`src/rtl/vtm_pkg.sv`:
```
package vtm_pkg;
    localparam int VEL_W   = 32;
    localparam int THR_W   = 23;
    localparam int CMP_LSB = 8;
    localparam int CMP_W   = THR_W - CMP_LSB;
    localparam int N_THR   = 3;

    typedef enum int {
        THR_LO = 0,
        THR_HI = 1,
        THR_DC = 2
    } thr_idx_e;

    typedef struct packed {
        logic load_adapt;
        logic stall_win;
        logic quiet_ok;
        logic cot_chop;
        logic fullstep;
        logic commut;
    } mode_t;

    // Reduce an unsigned magnitude to the compared field, saturating wide values.
    function automatic logic [CMP_W-1:0] trim_mag(input logic [VEL_W-1:0] mag);
        if (|mag[VEL_W-1:THR_W])
            return {CMP_W{1'b1}};
        return mag[THR_W-1:CMP_LSB];
    endfunction
endpackage

```
`src/rtl/vtm_abs_sat.sv`:
```
module vtm_abs_sat
    import vtm_pkg::*;
(
    input  logic [VEL_W-1:0] vel_i,
    output logic [VEL_W-1:0] mag_o
);
    localparam logic [VEL_W-1:0] MOST_NEG = {1'b1, {(VEL_W-1){1'b0}}};
    localparam logic [VEL_W-1:0] MOST_POS = {1'b0, {(VEL_W-1){1'b1}}};

    always_comb begin
        if (vel_i == MOST_NEG)
            mag_o = MOST_POS;
        else if (vel_i[VEL_W-1])
            mag_o = ~vel_i + 1'b1;
        else
            mag_o = vel_i;
    end
endmodule

```
`src/rtl/vtm_thr_cmp.sv`:
```
module vtm_thr_cmp
    import vtm_pkg::*;
(
    input  logic [CMP_W-1:0] mag_t_i,
    input  logic [THR_W-1:0] thr_i,
    output logic             reach_o,
    output logic             armed_o
);
    logic [CMP_W-1:0] thr_t;

    assign thr_t   = thr_i[THR_W-1:CMP_LSB];
    assign reach_o = (mag_t_i >= thr_t);
    assign armed_o = |thr_t;
endmodule

```
`src/rtl/vtm_mode_reg.sv`:
```
module vtm_mode_reg
    import vtm_pkg::*;
(
    input  logic  clk,
    input  logic  rst,
    input  logic  reach_lo_i,
    input  logic  reach_hi_i,
    input  logic  reach_dc_i,
    input  logic  dc_armed_i,
    input  logic  cfg_chop_i,
    input  logic  cfg_fs_i,
    output mode_t mode_o
);
    mode_t mode_d;
    mode_t mode_q;
    logic  dc_on;
    logic  high;

    always_comb begin
        dc_on = dc_armed_i && reach_dc_i;
        high  = reach_hi_i || dc_on;
        mode_d.load_adapt = reach_lo_i && !high;
        mode_d.quiet_ok   = !reach_lo_i && !high;
        mode_d.cot_chop   = high && cfg_chop_i;
        mode_d.fullstep   = high && cfg_fs_i;
        mode_d.commut     = dc_on;
        // Window sets on reaching the lower limit; commutation freezes it below.
        mode_d.stall_win  = reach_lo_i || (mode_q.stall_win && dc_on);
    end

    always_ff @(posedge clk) begin
        if (rst)
            mode_q <= '0;
        else
            mode_q <= mode_d;
    end

    assign mode_o = mode_q;
endmodule

```
`src/rtl/vtm_select.sv`:
```
module vtm_select
    import vtm_pkg::*;
(
    input  logic             clk,
    input  logic             rst,
    input  logic [VEL_W-1:0] vel_i,
    input  logic [THR_W-1:0] thr_lo_i,
    input  logic [THR_W-1:0] thr_hi_i,
    input  logic [THR_W-1:0] thr_dc_i,
    input  logic             cfg_hv_chop_i,
    input  logic             cfg_hv_fs_i,
    output logic             load_adapt_o,
    output logic             stall_win_o,
    output logic             quiet_ok_o,
    output logic             cot_chop_o,
    output logic             fullstep_o,
    output logic             commut_o
);
    logic [VEL_W-1:0] mag;
    logic [CMP_W-1:0] mag_t;
    logic [THR_W-1:0] thr_arr [N_THR];
    logic [N_THR-1:0] reach;
    logic [N_THR-1:0] armed;
    mode_t            mode;

    vtm_abs_sat u_abs (
        .vel_i (vel_i),
        .mag_o (mag)
    );

    assign mag_t = trim_mag(mag);

    assign thr_arr[THR_LO] = thr_lo_i;
    assign thr_arr[THR_HI] = thr_hi_i;
    assign thr_arr[THR_DC] = thr_dc_i;

    for (genvar gi = 0; gi < N_THR; gi++) begin : g_cmp
        vtm_thr_cmp u_cmp (
            .mag_t_i (mag_t),
            .thr_i   (thr_arr[gi]),
            .reach_o (reach[gi]),
            .armed_o (armed[gi])
        );
    end

    vtm_mode_reg u_mode (
        .clk        (clk),
        .rst        (rst),
        .reach_lo_i (reach[THR_LO]),
        .reach_hi_i (reach[THR_HI]),
        .reach_dc_i (reach[THR_DC]),
        .dc_armed_i (armed[THR_DC]),
        .cfg_chop_i (cfg_hv_chop_i),
        .cfg_fs_i   (cfg_hv_fs_i),
        .mode_o     (mode)
    );

    assign load_adapt_o = mode.load_adapt;
    assign stall_win_o  = mode.stall_win;
    assign quiet_ok_o   = mode.quiet_ok;
    assign cot_chop_o   = mode.cot_chop;
    assign fullstep_o   = mode.fullstep;
    assign commut_o     = mode.commut;
endmodule

```
`config.mk`:
```
export PLATFORM = sky130hd
export DESIGN_NAME = vtm_select
export DESIGN_NICKNAME = d
export VERILOG_FILES = /design/src/rtl/vtm_pkg.sv /design/src/rtl/vtm_abs_sat.sv /design/src/rtl/vtm_thr_cmp.sv /design/src/rtl/vtm_mode_reg.sv /design/src/rtl/vtm_select.sv
export SDC_FILE = /design/constraint.sdc
export NUM_CORES = 1
export LEC_CHECK = 0
export ABC_CLOCK_PERIOD_IN_PS = 4900
export CORE_MARGIN = 4
export CORE_UTILIZATION = 30
export CTS_CLUSTER_DIAMETER = 40
export DETAILED_ROUTE_END_ITERATION = 7
export GPL_ROUTABILITY_DRIVEN = 1
export PLACE_DENSITY = 0.75
export SYNTH_ARGS = -nofsm -noshare
export SYNTH_HDL_FRONTEND = slang
export SYNTH_SLANG_ARGS = --single-unit
export TNS_END_PERCENT = 5
```
`constraint.sdc`:
```
create_clock -name clk -period 4.9 [get_ports clk]
set_input_delay 0.49 -clock clk [delete_from_list [all_inputs] [get_ports clk]]
set_output_delay 0.49 -clock clk [all_outputs]
set_load 0.01 [all_outputs]
```
Word level (Yosys, flattened, before mapping) --
Cells that the tools add are included. W data, S select, Z words.
Operators by class: equal/unequal tests 1, add/subtract/negate cells 1, $lt $le $gt $ge 3, bitwise logic cells 1, reduce and logical (&&, ||, !) cells 12, multiplexer cells 5
Operators by type and width (count):
- $mux W32 | 2
- $ge A15 B15 Y1 | 3
- $add A32 B1 Y32 const B | 1
- $eq A32 B32 Y1 const B | 1
- $not A32 Y32 | 1
- $mux W15 | 2
- $reduce_or A15 Y1 | 1
- $reduce_or A9 Y1 | 1
- $logic_and A1 B1 Y1 | 6
- $logic_not A1 Y1 | 2
- $logic_or A1 B1 Y1 | 2
- $mux W1 | 1
Word-level totals: flip-flop bits (word level) 6, input bits 105, logic and storage cells 29, output and inout port bits 6

Longest topological paths before layout --
Gate-level depths: netlist of run 1.
word-level depth 12, mapped depth 16

Hierarchy --
From an unflattened synthesis of run 1, not the netlist that was laid out.
Second synthesis, totals: cells, all modules 380, area total of the unflattened synthesis 2595.0 sq um
By module, submodules not included:
- vtm_thr_cmp | sequential area each 0.0 sq um, area an instance 405.4 sq um, times used 3, cells each 59
- vtm_abs_sat | sequential area each 0.0 sq um, area an instance 967.2 sq um, times used 1, cells each 150
- vtm_select | sequential area each 0.0 sq um, area an instance 224.0 sq um, times used 1, cells each 37
- vtm_mode_reg | sequential area each 120.1 sq um, area an instance 187.7 sq um, times used 1, cells each 16

Least setup slack after synthesis of run 1 --
OpenSTA, ideal clock, no wires.
path type input to register, start point input port vel_i[15], end point register u_mode.mode_q, in the netlist u_mode.mode_o[5], required time 4.820 ns, data arrival time 3.372 ns, stages 15, slack 1.448 ns, library setup time 0.080 ns, path through or3_4 > nand4bb_1 > buf_6 > o31ai_1 > o2bb2ai_1 > and4_1 > buf_6 > nand3_1 > ha_1 > a21o_1 > a21o_1 > a21oi_1 > o21ai_0 > o21ai_0 > nor3b_1
On the way: word-level cells in the longest chain between the ends 12, elaborated cells between the ends (all ways) 15, those cells by class add/sub (1); order compare (3); eq/ne (1); mux (4); bitwise (1); reduce/logical (5)
Ends and longest elaborated chain:
- start, declared | RTL line vtm_select.sv:6 | input logic [VEL_W-1:0] vel_i,
- $not A32 Y32 | RTL line vtm_abs_sat.sv:14 | mag_o = ~vel_i + 1'b1;
- $add A32 B1 Y32 | RTL line vtm_abs_sat.sv:14
- $mux W32 | RTL line vtm_abs_sat.sv:13 | else if (vel_i[VEL_W-1])
- $mux W32 (*) | RTL line vtm_abs_sat.sv:11 | if (vel_i == MOST_NEG)
- $reduce_or A9 Y1 | RTL line vtm_pkg.sv:25 | if (|mag[VEL_W-1:THR_W])
- $mux W1 | RTL line vtm_pkg.sv:25
- $mux W15 (*) | RTL line vtm_pkg.sv:27 | return mag[THR_W-1:CMP_LSB];
- $ge A15 B15 Y1 | RTL line vtm_thr_cmp.sv:12 | assign reach_o = (mag_t_i >= thr_t);
- $logic_and A1 B1 Y1 | RTL line vtm_mode_reg.sv:20 | dc_on = dc_armed_i && reach_dc_i;
- $logic_or A1 B1 Y1 | RTL line vtm_mode_reg.sv:21 | high = reach_hi_i || dc_on;
- $logic_not A1 Y1 | RTL line vtm_mode_reg.sv:22 | mode_d.load_adapt = reach_lo_i && !high;
- $logic_and A1 B1 Y1 (*) | RTL line vtm_mode_reg.sv:22
- end signal, assigned | RTL line vtm_mode_reg.sv:35 | mode_q <= mode_d;
- end, declared | RTL line vtm_mode_reg.sv:15 | mode_t mode_q;
Every way passes the cells marked *; elsewhere a longest branch is shown, timed or not. A chain may end at the register's enable or synchronous reset.

Final worst setup path of run 1 --
Ends and elaborated chain as after synthesis.

==> results.md, run 1 <==
- Cell area after synthesis: 1890 µm²
- Required time worst endpoint: 5.04 ns
- Initial core utilization: 31.4%
- Worst-Margin Slew: 0.491 ns
- Pwr Total: 292 µW
- Seq/Total Area, Yosys: 6.35%
- Slew Limit Fails: 0
- Drt first-iter violations: 24
- CTS Hold Bufs: 0
- Number of diodes: 0
- Die area: 7640 µm²
- Post-route ant nets: 0
- Skew final: 0 ns
- RSZ-0062 raised after global routing: no
- Pin count of the biggest net entering global routing: 23
- RR Startpoint: u_mode.mode_o[4]
- Clock Latency Late Sink: 0.22 ns
- Crit path from: vel_i[15]
- Crit share post-route: 90.3%
- Status: completed
- Vias per inst: 4.95
- Ranking of synthesized cells by area: ha_1, inv_1, xor2_1, dfxtp_1, a21o_1
- Hold_sp: u_mode.mode_o[4]
- Post-synthesis xor/xnor area fraction: 7.40%
- Largest register FFs: 6
- Area Overhead vs Synth: 51.2%
- Largest family of logic cells by synthesized area: adder cells
- H-tree depth: 1
- Rel. slew slack: 67.3%
- Io pins: 111
- Worst vdd ir: 0.117 mV
- First-pass GRT wire length: 8470 µm
- Worst min path class: reg -> reg
- Die X: 87.4 µm
- Final wirelength: 5120 µm
- Worst-path clk slew: 0.03 ns
- Lkg Pwr: 1.27 nW
- Antenna violations before repair: 0
- # port buffers: 86
- FMAX: 226 MHz
- Largest fanout on the critical path: 15
- TritonCTS clock tree: done
- Endpoints failing setup: 0
- Pre-antenna DRT Iters: 6
- Synth top area share: 29.7%
- Post-CTS Setup Inserts: 0
- Core Region: 6030 µm²
- Post-Synth Adder-Cell Area: 29.7%
- Post-Syn Nets: 403
- DRC: 0
- Ys Warns: 0
- Critical path arrival: 4.56 ns
- Post-Synthesis Cells: 253
- Cell variety after synth: 44
- Final Hold Viols: 0
- Setup_tns: 0 ns
- WS Path Type: in -> reg
- Die height: 87.4 µm
- Mux share of post-synthesis cell area: 0%
- GRT Util Overall: 13.4%
- Met3 usage: 1.51%
- Layout cells sized above 1: 4.42%
- Num CTS Buffers: 3
- Placement Rows: 28
- R2R Setup Slk: 4.34 ns
- Global route overflow: 0
- Synth Area in Simple Gates: 24.0%
- Fill count: 598
- Grt met1 use: 17.3%
- Vias in the first global route: 2027
- Met2 GRT Util: 24.0%
- Pwr dens: 102 nW/µm²
- Compound-Gate Fraction of Synth Area: 20.8%
- Crit path launch type: primary input
- TritonCTS Sinks: 6
- Routed via count: 2049
- Mapped Avg Cell Area: 7.48 µm²
- Area leader, netlist: ha_1
- Post_cts resized: 0
- Most used routing layer: met2
- PnR worst setup slack: 0.475 ns
- Max-cap violations: 0
- Post-DP HPWL: 4630 µm
- Fin nets: 491
- Routability cong.: 0.889
- Fin crit period: 4.42 ns
- FF+latch count, synth: 6
- Place WS: 0.267 ns
- Clk buf depth: 2
- CTS Root Cell: clkbuf_8
- Wire per inst: 12.4 µm
- Crit. End Element: flip-flop
routing by layer:
| layer | vias to the layer above | part of all wire [%] |
|---|---|---|
| li1 | 1094 | - |
| met4 | 0 | 0.43 |
| met1 | 895 | 46 |
| met5 | - | 0 |
| met2 | 57 | 47 |
| met3 | 3 | 5.9 |
final cells by class:
class	count	area, µm²	share of cell area (%)
clock buffer	3	41.3	1.44
inverter	46	173	6.03
multi-input combinational	195	1550	54.2
sequential	6	120	4.20
tap	75	93.8	3.28
timing repair buffer	89	883	30.9
cells in the mapped netlist (all sizes together):
master	instances
o211ai	3
nand2	8
xor2	16
o21ai	11
a311oi	1
inv	46
o221ai	1
and3	1
nand3b	1
nand2b	7
nand4b	1
and4	2
nand4	10
nand3	18
o32ai	1
o2bb2ai	1
a22oi	1
nor3	4
or3	1
o41ai	2
nor4	8
nor3b	1
a211o	1
a211oi	2
a21o	12
o22ai	1
nor2	8
or2	3
clkbuf	2
o31ai	5
and3b	1
nand4bb	1
dfxtp	6
a21oi	15
buf	4
o2111ai	1
or4	1
ha	45
through the flow:
stage          std cells  util [%]  instance area, µm²  hold slack, ns
2_1_floorplan        253         -                1890           0.507
3_3_place_gp         411      46.8                2820           0.475
3_5_place_dp         411      46.8                2820           0.472
4_1_cts              414      47.5                2860           0.481
5_1_grt              414      47.5                2860           0.522
6_report             414      47.5                2860           0.484
critical path, stage by stage:
cell and delay (ns):
clkdlybuf4s50_1 0.47, or3_4 0.42, nand4bb_1 0.43, o31ai_1 0.37, o2bb2ai_1 0.14, and4_1 0.52, nand3_1 0.26, ha_1 0.36
a21o_1 0.18, a21o_1 0.16, a21oi_1 0.14, o21ai_0 0.11, o21ai_0 0.16, buf_4 0.16, nor3b_1 0.18
path summary, 6_finish.rpt:
check / to / cells after the start
min reg2reg: u_mode.mode_o[4] / 2
min: u_mode.mode_o[4] / 2
max: u_mode.mode_o[5] / 15
max reg2reg: u_mode.mode_o[4] / 2
cells by family (layout without fill, tap and decap cells):
kind of cell               Yosys count  after routing
and+or+nand+nor                     76             76
AOI/OAI and AO/OA                   58             58
adders and majority gates           45             45
buffers and inverters               52            138
DFF                                  6              6
xor gates and xnor gates            16             16
power breakdown:
part           internal (mW)  switching (mW)
logic                  0.101          0.0661
clock network         0.0526          0.0195
registers             0.0521        0.000869
total                  0.206          0.0865
cells in the final DEF, fill, tap and decap left out, types with 4 or more instances in the layout:
cell type | netlist | layout
dfxtp_1 | 6 | 6
nand2b_1 | 7 | 7
nand4_1 | 10 | 10
a21oi_1 | 15 | 15
o31ai_1 | 4 | 4
clkdlybuf4s50_1 | 0 | 86
o21ai_0 | 10 | 10
nand2_1 | 8 | 8
nor3_1 | 4 | 4
nor4_1 | 6 | 6
nor2_1 | 8 | 8
ha_1 | 45 | 45
a21o_1 | 12 | 12
xor2_1 | 16 | 16
nand3_1 | 16 | 16
inv_1 | 46 | 46
No activity file was read; power rests on OpenSTA's default activity.
==> run 2: changes to the inputs <==
--- a/config.mk
+++ b/config.mk
@@ -7,11 +7,11 @@
 export LEC_CHECK = 0
 export ABC_CLOCK_PERIOD_IN_PS = 4900
 export CORE_MARGIN = 4
-export CORE_UTILIZATION = 30
+export CORE_UTILIZATION = 35
 export CTS_CLUSTER_DIAMETER = 40
 export DETAILED_ROUTE_END_ITERATION = 7
-export GPL_ROUTABILITY_DRIVEN = 1
-export PLACE_DENSITY = 0.75
+export GPL_ROUTABILITY_DRIVEN = 0
+export PLACE_DENSITY = 0.84
 export SYNTH_ARGS = -nofsm -noshare
 export SYNTH_HDL_FRONTEND = slang
 export SYNTH_SLANG_ARGS = --single-unit
==> run 2 against run 1 <==
First-iteration DRC count up 110%. Largest power group unchanged. Highest routed layer unchanged. Non-clock buffer count is 1 higher. Core utilization increased by 7.9 points. Sequential power hardly changed. Final area hardly changed. Clock skew unchanged. Worst hold slack gained 0.043 ns. Routed wire length is 0.20% higher.
==> results.md, run 2 (synthesis results as in run 1) <==
- Crit share post-route: 86.9%
- Die height: 81.5 µm
- Die area: 6650 µm²
- TritonCTS clock tree: done
- Io pins: 111
- Vias in the first global route: 1937
- Worst min path class: reg -> reg
- Clk buf depth: 2
- Area of the multi-input gates: 1550 µm²
- WS Path Type: in -> reg
- Final wirelength: 5130 µm
- # port buffers: 86
- RSZ-0062 raised after global routing: no
- Clock share of power: 24.6%
- Pin count of the biggest net entering global routing: 23
- Lkg Pwr: 1.27 nW
- Final Hold Slack: 0.527 ns
- Endpoints failing setup: 0
- Crit path max-delay family: simple AND/OR/NAND/NOR gates
- Crit. End Element: flip-flop
- CTS Hold Bufs: 0
- First-pass GRT wire length: 8110 µm
- DRC: 0
- Commonest cells after routing, fill and taps aside: clkdlybuf4s50_1, inv_1, ha_1, xor2_1, nand3_1
- Post-route ant nets: 0
- Setup_tns: 0 ns
- FF+latch area: 120 µm²
- Fin nets: 492
- Vias per inst: 5.10
- Worst-Margin Slew: 0.425 ns
- Crit-path cells: clkdlybuf4s50_1 -> or3_4 -> nand4bb_1 -> o31ai_1 -> o2bb2ai_1 -> and4_1 -> buf_4 -> nand3_1 -> ha_1 -> nand4_1 -> a21o_1 -> a311oi_1 -> o21ai_0 -> buf_4 -> and3b_1
- Routed via count: 2091
- Worst vdd ir: 0.104 mV
- Core Region: 5170 µm²
- Leading cell type in the layout, fill and taps excluded: clkdlybuf4s50_1
- Number of diodes: 0
- Required time worst endpoint: 5.01 ns
- Fin crit period: 4.26 ns
- Net Sw Frac: 29.8%
- Largest fanout on the critical path: 11
- Pre-antenna DRT Iters: 4
- Post-DP HPWL: 4590 µm
- Initial core utilization: 36.6%
- Clock Latency Late Sink: 0.22 ns
- Largest register FFs: 6
- Fill count: 468
- Antenna violations before repair: 0
- H-tree depth: 1
- R2R Setup Slk: 4.28 ns
- Combinational share of power: 57.3%
- Slowest stage cell, crit path: clkdlybuf4s50_1
- Pwr dens: 102 nW/µm²
- Layout cells sized above 1: 4.71%
- Psw: 87.3 µW
- Critical path arrival: 4.36 ns
- GRT Util Overall: 15.0%
- TritonCTS Sinks: 6
- Biggest cell delay along the critical path: 0.48 ns
- FMAX: 235 MHz
- Final Hold Viols: 0
- Crit path launch type: primary input
- Die X: 81.5 µm
- Placement Rows: 26
- Status: completed
- Post-CTS Setup Inserts: 0
- Reg power frac: 18.1%
- Skew final: 0 ns
- CP most frequent cell: buf_4
- Wire per inst: 12.5 µm
- Max-cap violations: 0
- Post_cts resized: 0
- Global route overflow: 0
- Drt first-iter violations: 51
- Crit path buf inv count: 3
- Area Overhead vs Synth: 51.2%
- Worst-path clk slew: 0.03 ns
- CTS Root Cell: clkbuf_8
- Internal Power: 206 µW
- Num CTS Buffers: 3
- Rel. slew slack: 71.5%
- Slew Limit Fails: 0
run 2: cell type report:
cell class / count / share of cell area (%)
sequential: 6 / 4.20
clock buffer: 3 / 1.44
multi-input combinational: 195 / 54.2
inverter: 46 / 6.03
tap: 70 / 3.06
timing repair buffer: 90 / 31.1
run 2: routing by layer:
metal  share of wire [%]  vias to the layer above  track usage [%]
met3                 8.4                        6             1.64
met2                  47                       81             26.0
met4                 1.0                        0             3.04
met1                  44                      908             19.9
met5                   0                        -                0
li1                    -                     1096                -
run 2: worst paths after layout:
kind / to / start / cells past startpoint
max reg2reg: u_mode.mode_o[4] / u_mode.mode_o[4] / 2
max: u_mode.mode_o[3] / vel_i[15] / 15
min: u_mode.mode_o[4] / u_mode.mode_o[4] / 2
min reg2reg: u_mode.mode_o[4] / u_mode.mode_o[4] / 2
run 2: power groups by stage:
stage	Combinational (mW)	Clock, mW	Sequential, mW
2_1_floorplan	0.0707	0	0.0552
3_3_place_gp	0.163	0	0.0536
3_5_place_dp	0.168	0	0.0538
4_1_cts	0.169	0.0731	0.0531
5_1_grt	0.188	0.0762	0.0534
6_report	0.168	0.0721	0.0530
run 2: metrics by stage:
stage               util, %  area (µm²)  setup slack [ns]  power, mW  instances
finish                 55.3        2860             0.642      0.293        410
global route           55.3        2860             0.257      0.317        410
CTS                    55.3        2860             0.642      0.295        410
detailed placement     54.5        2820             0.424      0.222        407
global placement       54.5        2820             0.549      0.216        407
floorplan                 -        1890              1.45      0.126        253
run 2: tightest hold or removal path, stage by stage, from the launching register on:
cell,delay [ns]
dfxtp_1,0.31
nand2b_1,0.08
o22ai_1,0.08
==> run 3: changes to the inputs <==
--- a/config.mk
+++ b/config.mk
@@ -7,11 +7,11 @@
 export LEC_CHECK = 0
 export ABC_CLOCK_PERIOD_IN_PS = 4900
 export CORE_MARGIN = 4
-export CORE_UTILIZATION = 35
+export CORE_UTILIZATION = 42
 export CTS_CLUSTER_DIAMETER = 40
 export DETAILED_ROUTE_END_ITERATION = 7
 export GPL_ROUTABILITY_DRIVEN = 0
-export PLACE_DENSITY = 0.84
+export PLACE_DENSITY = 0.95
 export SYNTH_ARGS = -nofsm -noshare
 export SYNTH_HDL_FRONTEND = slang
 export SYNTH_SLANG_ARGS = --single-unit
==> run 3 against run 2 <==
Sequential share of layout area hardly changed. Clock skew stayed put. Register-to-register slack better by 0.02 ns. Via count is 1.8% higher. Critical path depth stayed put. Cell count is 4.6% lower. Worst hold slack worse by 0.0093 ns. Fmax is 3.5% lower. Flip-flop and latch count stayed put. First-iteration DRC count is 5.9% higher. Clock-buffer cell count stayed put. Global-route usage is 2.8 points higher. Critical path type unchanged. Largest power group unchanged.
==> results.md, run 3 (synthesis results as in run 1) <==
- Max-cap violations: 0
- Layout cells sized above 1: 4.42%
- Global route overflow: 0
- Final Hold Viols: 0
- Initial core utilization: 43.5%
- Worst-path clk slew: 0.04 ns
- Required time worst endpoint: 5.03 ns
- Pre-antenna DRT Iters: 4
- Rel. slew slack: 69.2%
- Post-CTS Setup Inserts: 0
- # port buffers: 86
- Worst vdd ir: 0.0808 mV
- Largest fanout on the critical path: 15
- Number of diodes: 0
- FMAX: 227 MHz
- Vias in the first global route: 2050
- Final wirelength: 5230 µm
- Core Region: 4350 µm²
- Setup_tns: 0 ns
- Fill count: 363
- Design Area, Final: 2830 µm²
- Routed via count: 2128
- WS Path Type: in -> reg
- Crit. End Element: flip-flop
- Worst min path class: reg -> reg
- Die area: 5650 µm²
- Skew final: 0 ns
- Fin nets: 491
- Critical path arrival: 4.54 ns
- Post-DP HPWL: 4660 µm
- Status: completed
- Endpoints failing setup: 0
- Worst-Margin Slew: 0.462 ns
- Pin count of the biggest net entering global routing: 23
- Crit path launch type: primary input
- DRC: 0
- Fin crit period: 4.41 ns
- First-pass GRT wire length: 8200 µm
- Clk buf depth: 2
- Io pins: 111
- Die X: 75.1 µm
- Final core occ: 65.1%
- Slew Limit Fails: 0
- Crit share post-route: 90.1%
- RSZ-0062 raised after global routing: no
- GRT Util Overall: 17.8%
- Antenna violations before repair: 0
- Num CTS Buffers: 3
- Clock Latency Late Sink: 0.22 ns
- Pwr dens: 104 nW/µm²
- CTS Hold Bufs: 0
- Commonest cells after routing, fill and taps aside: clkdlybuf4s50_1, inv_1, ha_1, xor2_1, nand3_1
- Wire per inst: 13.4 µm
- Lkg Pwr: 1.27 nW
- Post-route ant nets: 0
- Largest register FFs: 6
- Placement Rows: 24
- Drt first-iter violations: 54
- Leading cell type in the layout, fill and taps excluded: clkdlybuf4s50_1
- CTS Root Cell: clkbuf_8
- Post_cts resized: 0
- TritonCTS Sinks: 6
- Vias per inst: 5.44
- Placed Area: 2790 µm²
- TritonCTS clock tree: done
- Pwr Total: 294 µW
- Die height: 75.1 µm
- Final Hold Slack: 0.517 ns
- Area Overhead vs Synth: 49.6%
- H-tree depth: 1
run 3: cell types whose count changed in the layout (fill, tap and decap cells not counted):
cell	before	now
buf_4	4	3
run 3: final timing paths:
kind / start / endpoint / slack, ns / cells past startpoint
setup / recovery: vel_i[10] / u_mode.mode_o[5] / 0.49 / 15
setup reg to reg: u_mode.mode_o[4] / u_mode.mode_o[4] / 4.30 / 2
hold reg to reg: u_mode.mode_o[4] / u_mode.mode_o[4] / 0.52 / 2
hold / removal: u_mode.mode_o[4] / u_mode.mode_o[4] / 0.52 / 2
run 3: final cells by class:
class / instances / area [µm²] / share of cell area, %
Clock buffer: 3 / 41.3 / 1.46
Timing Repair Buffer: 89 / 883 / 31.2
Inverter: 46 / 173 / 6.10
Sequential cell: 6 / 120 / 4.24
Tap cell: 52 / 65.1 / 2.30
Multi-Input combinational cell: 195 / 1550 / 54.7
run 3: metal layers:
| layer | part of all wire [%] | vias up | track usage, % |
|---|---|---|---|
| li1 | - | 1089 | - |
| met1 | 42 | 960 | 21.9 |
| met2 | 50 | 75 | 34.4 |
| met3 | 7.2 | 4 | 0.801 |
| met4 | 0.78 | 0 | 2.72 |
| met5 | 0 | - | 0 |
run 3: where the power goes:
group,internal (mW),switching [mW]
Sequential,0.0520,0.00106
Clock,0.0526,0.0191
Combinational,0.101,0.0682
Total,0.206,0.0884
run 3: per-stage QoR:
step                setup slack [ns]  cells
global placement               0.419    388
global route                   0.178    391
finish                         0.486    391
detailed placement             0.295    388
floorplan                       1.45    253
CTS                            0.501    391
run 3: worst max-delay path, cell delays in order:
cell             delay (ns)
clkdlybuf4s50_1        0.48
nor4_1                 0.43
nand4bb_1              0.40
o31ai_4                0.33
xor2_1                 0.17
and4_1                 0.49
nand3_1                0.26
ha_1                   0.36
a21o_1                 0.18
a21o_1                 0.16
a21oi_1                0.16
o21ai_0                0.10
o21ai_0                0.17
buf_4                  0.17
nor3b_1                0.19
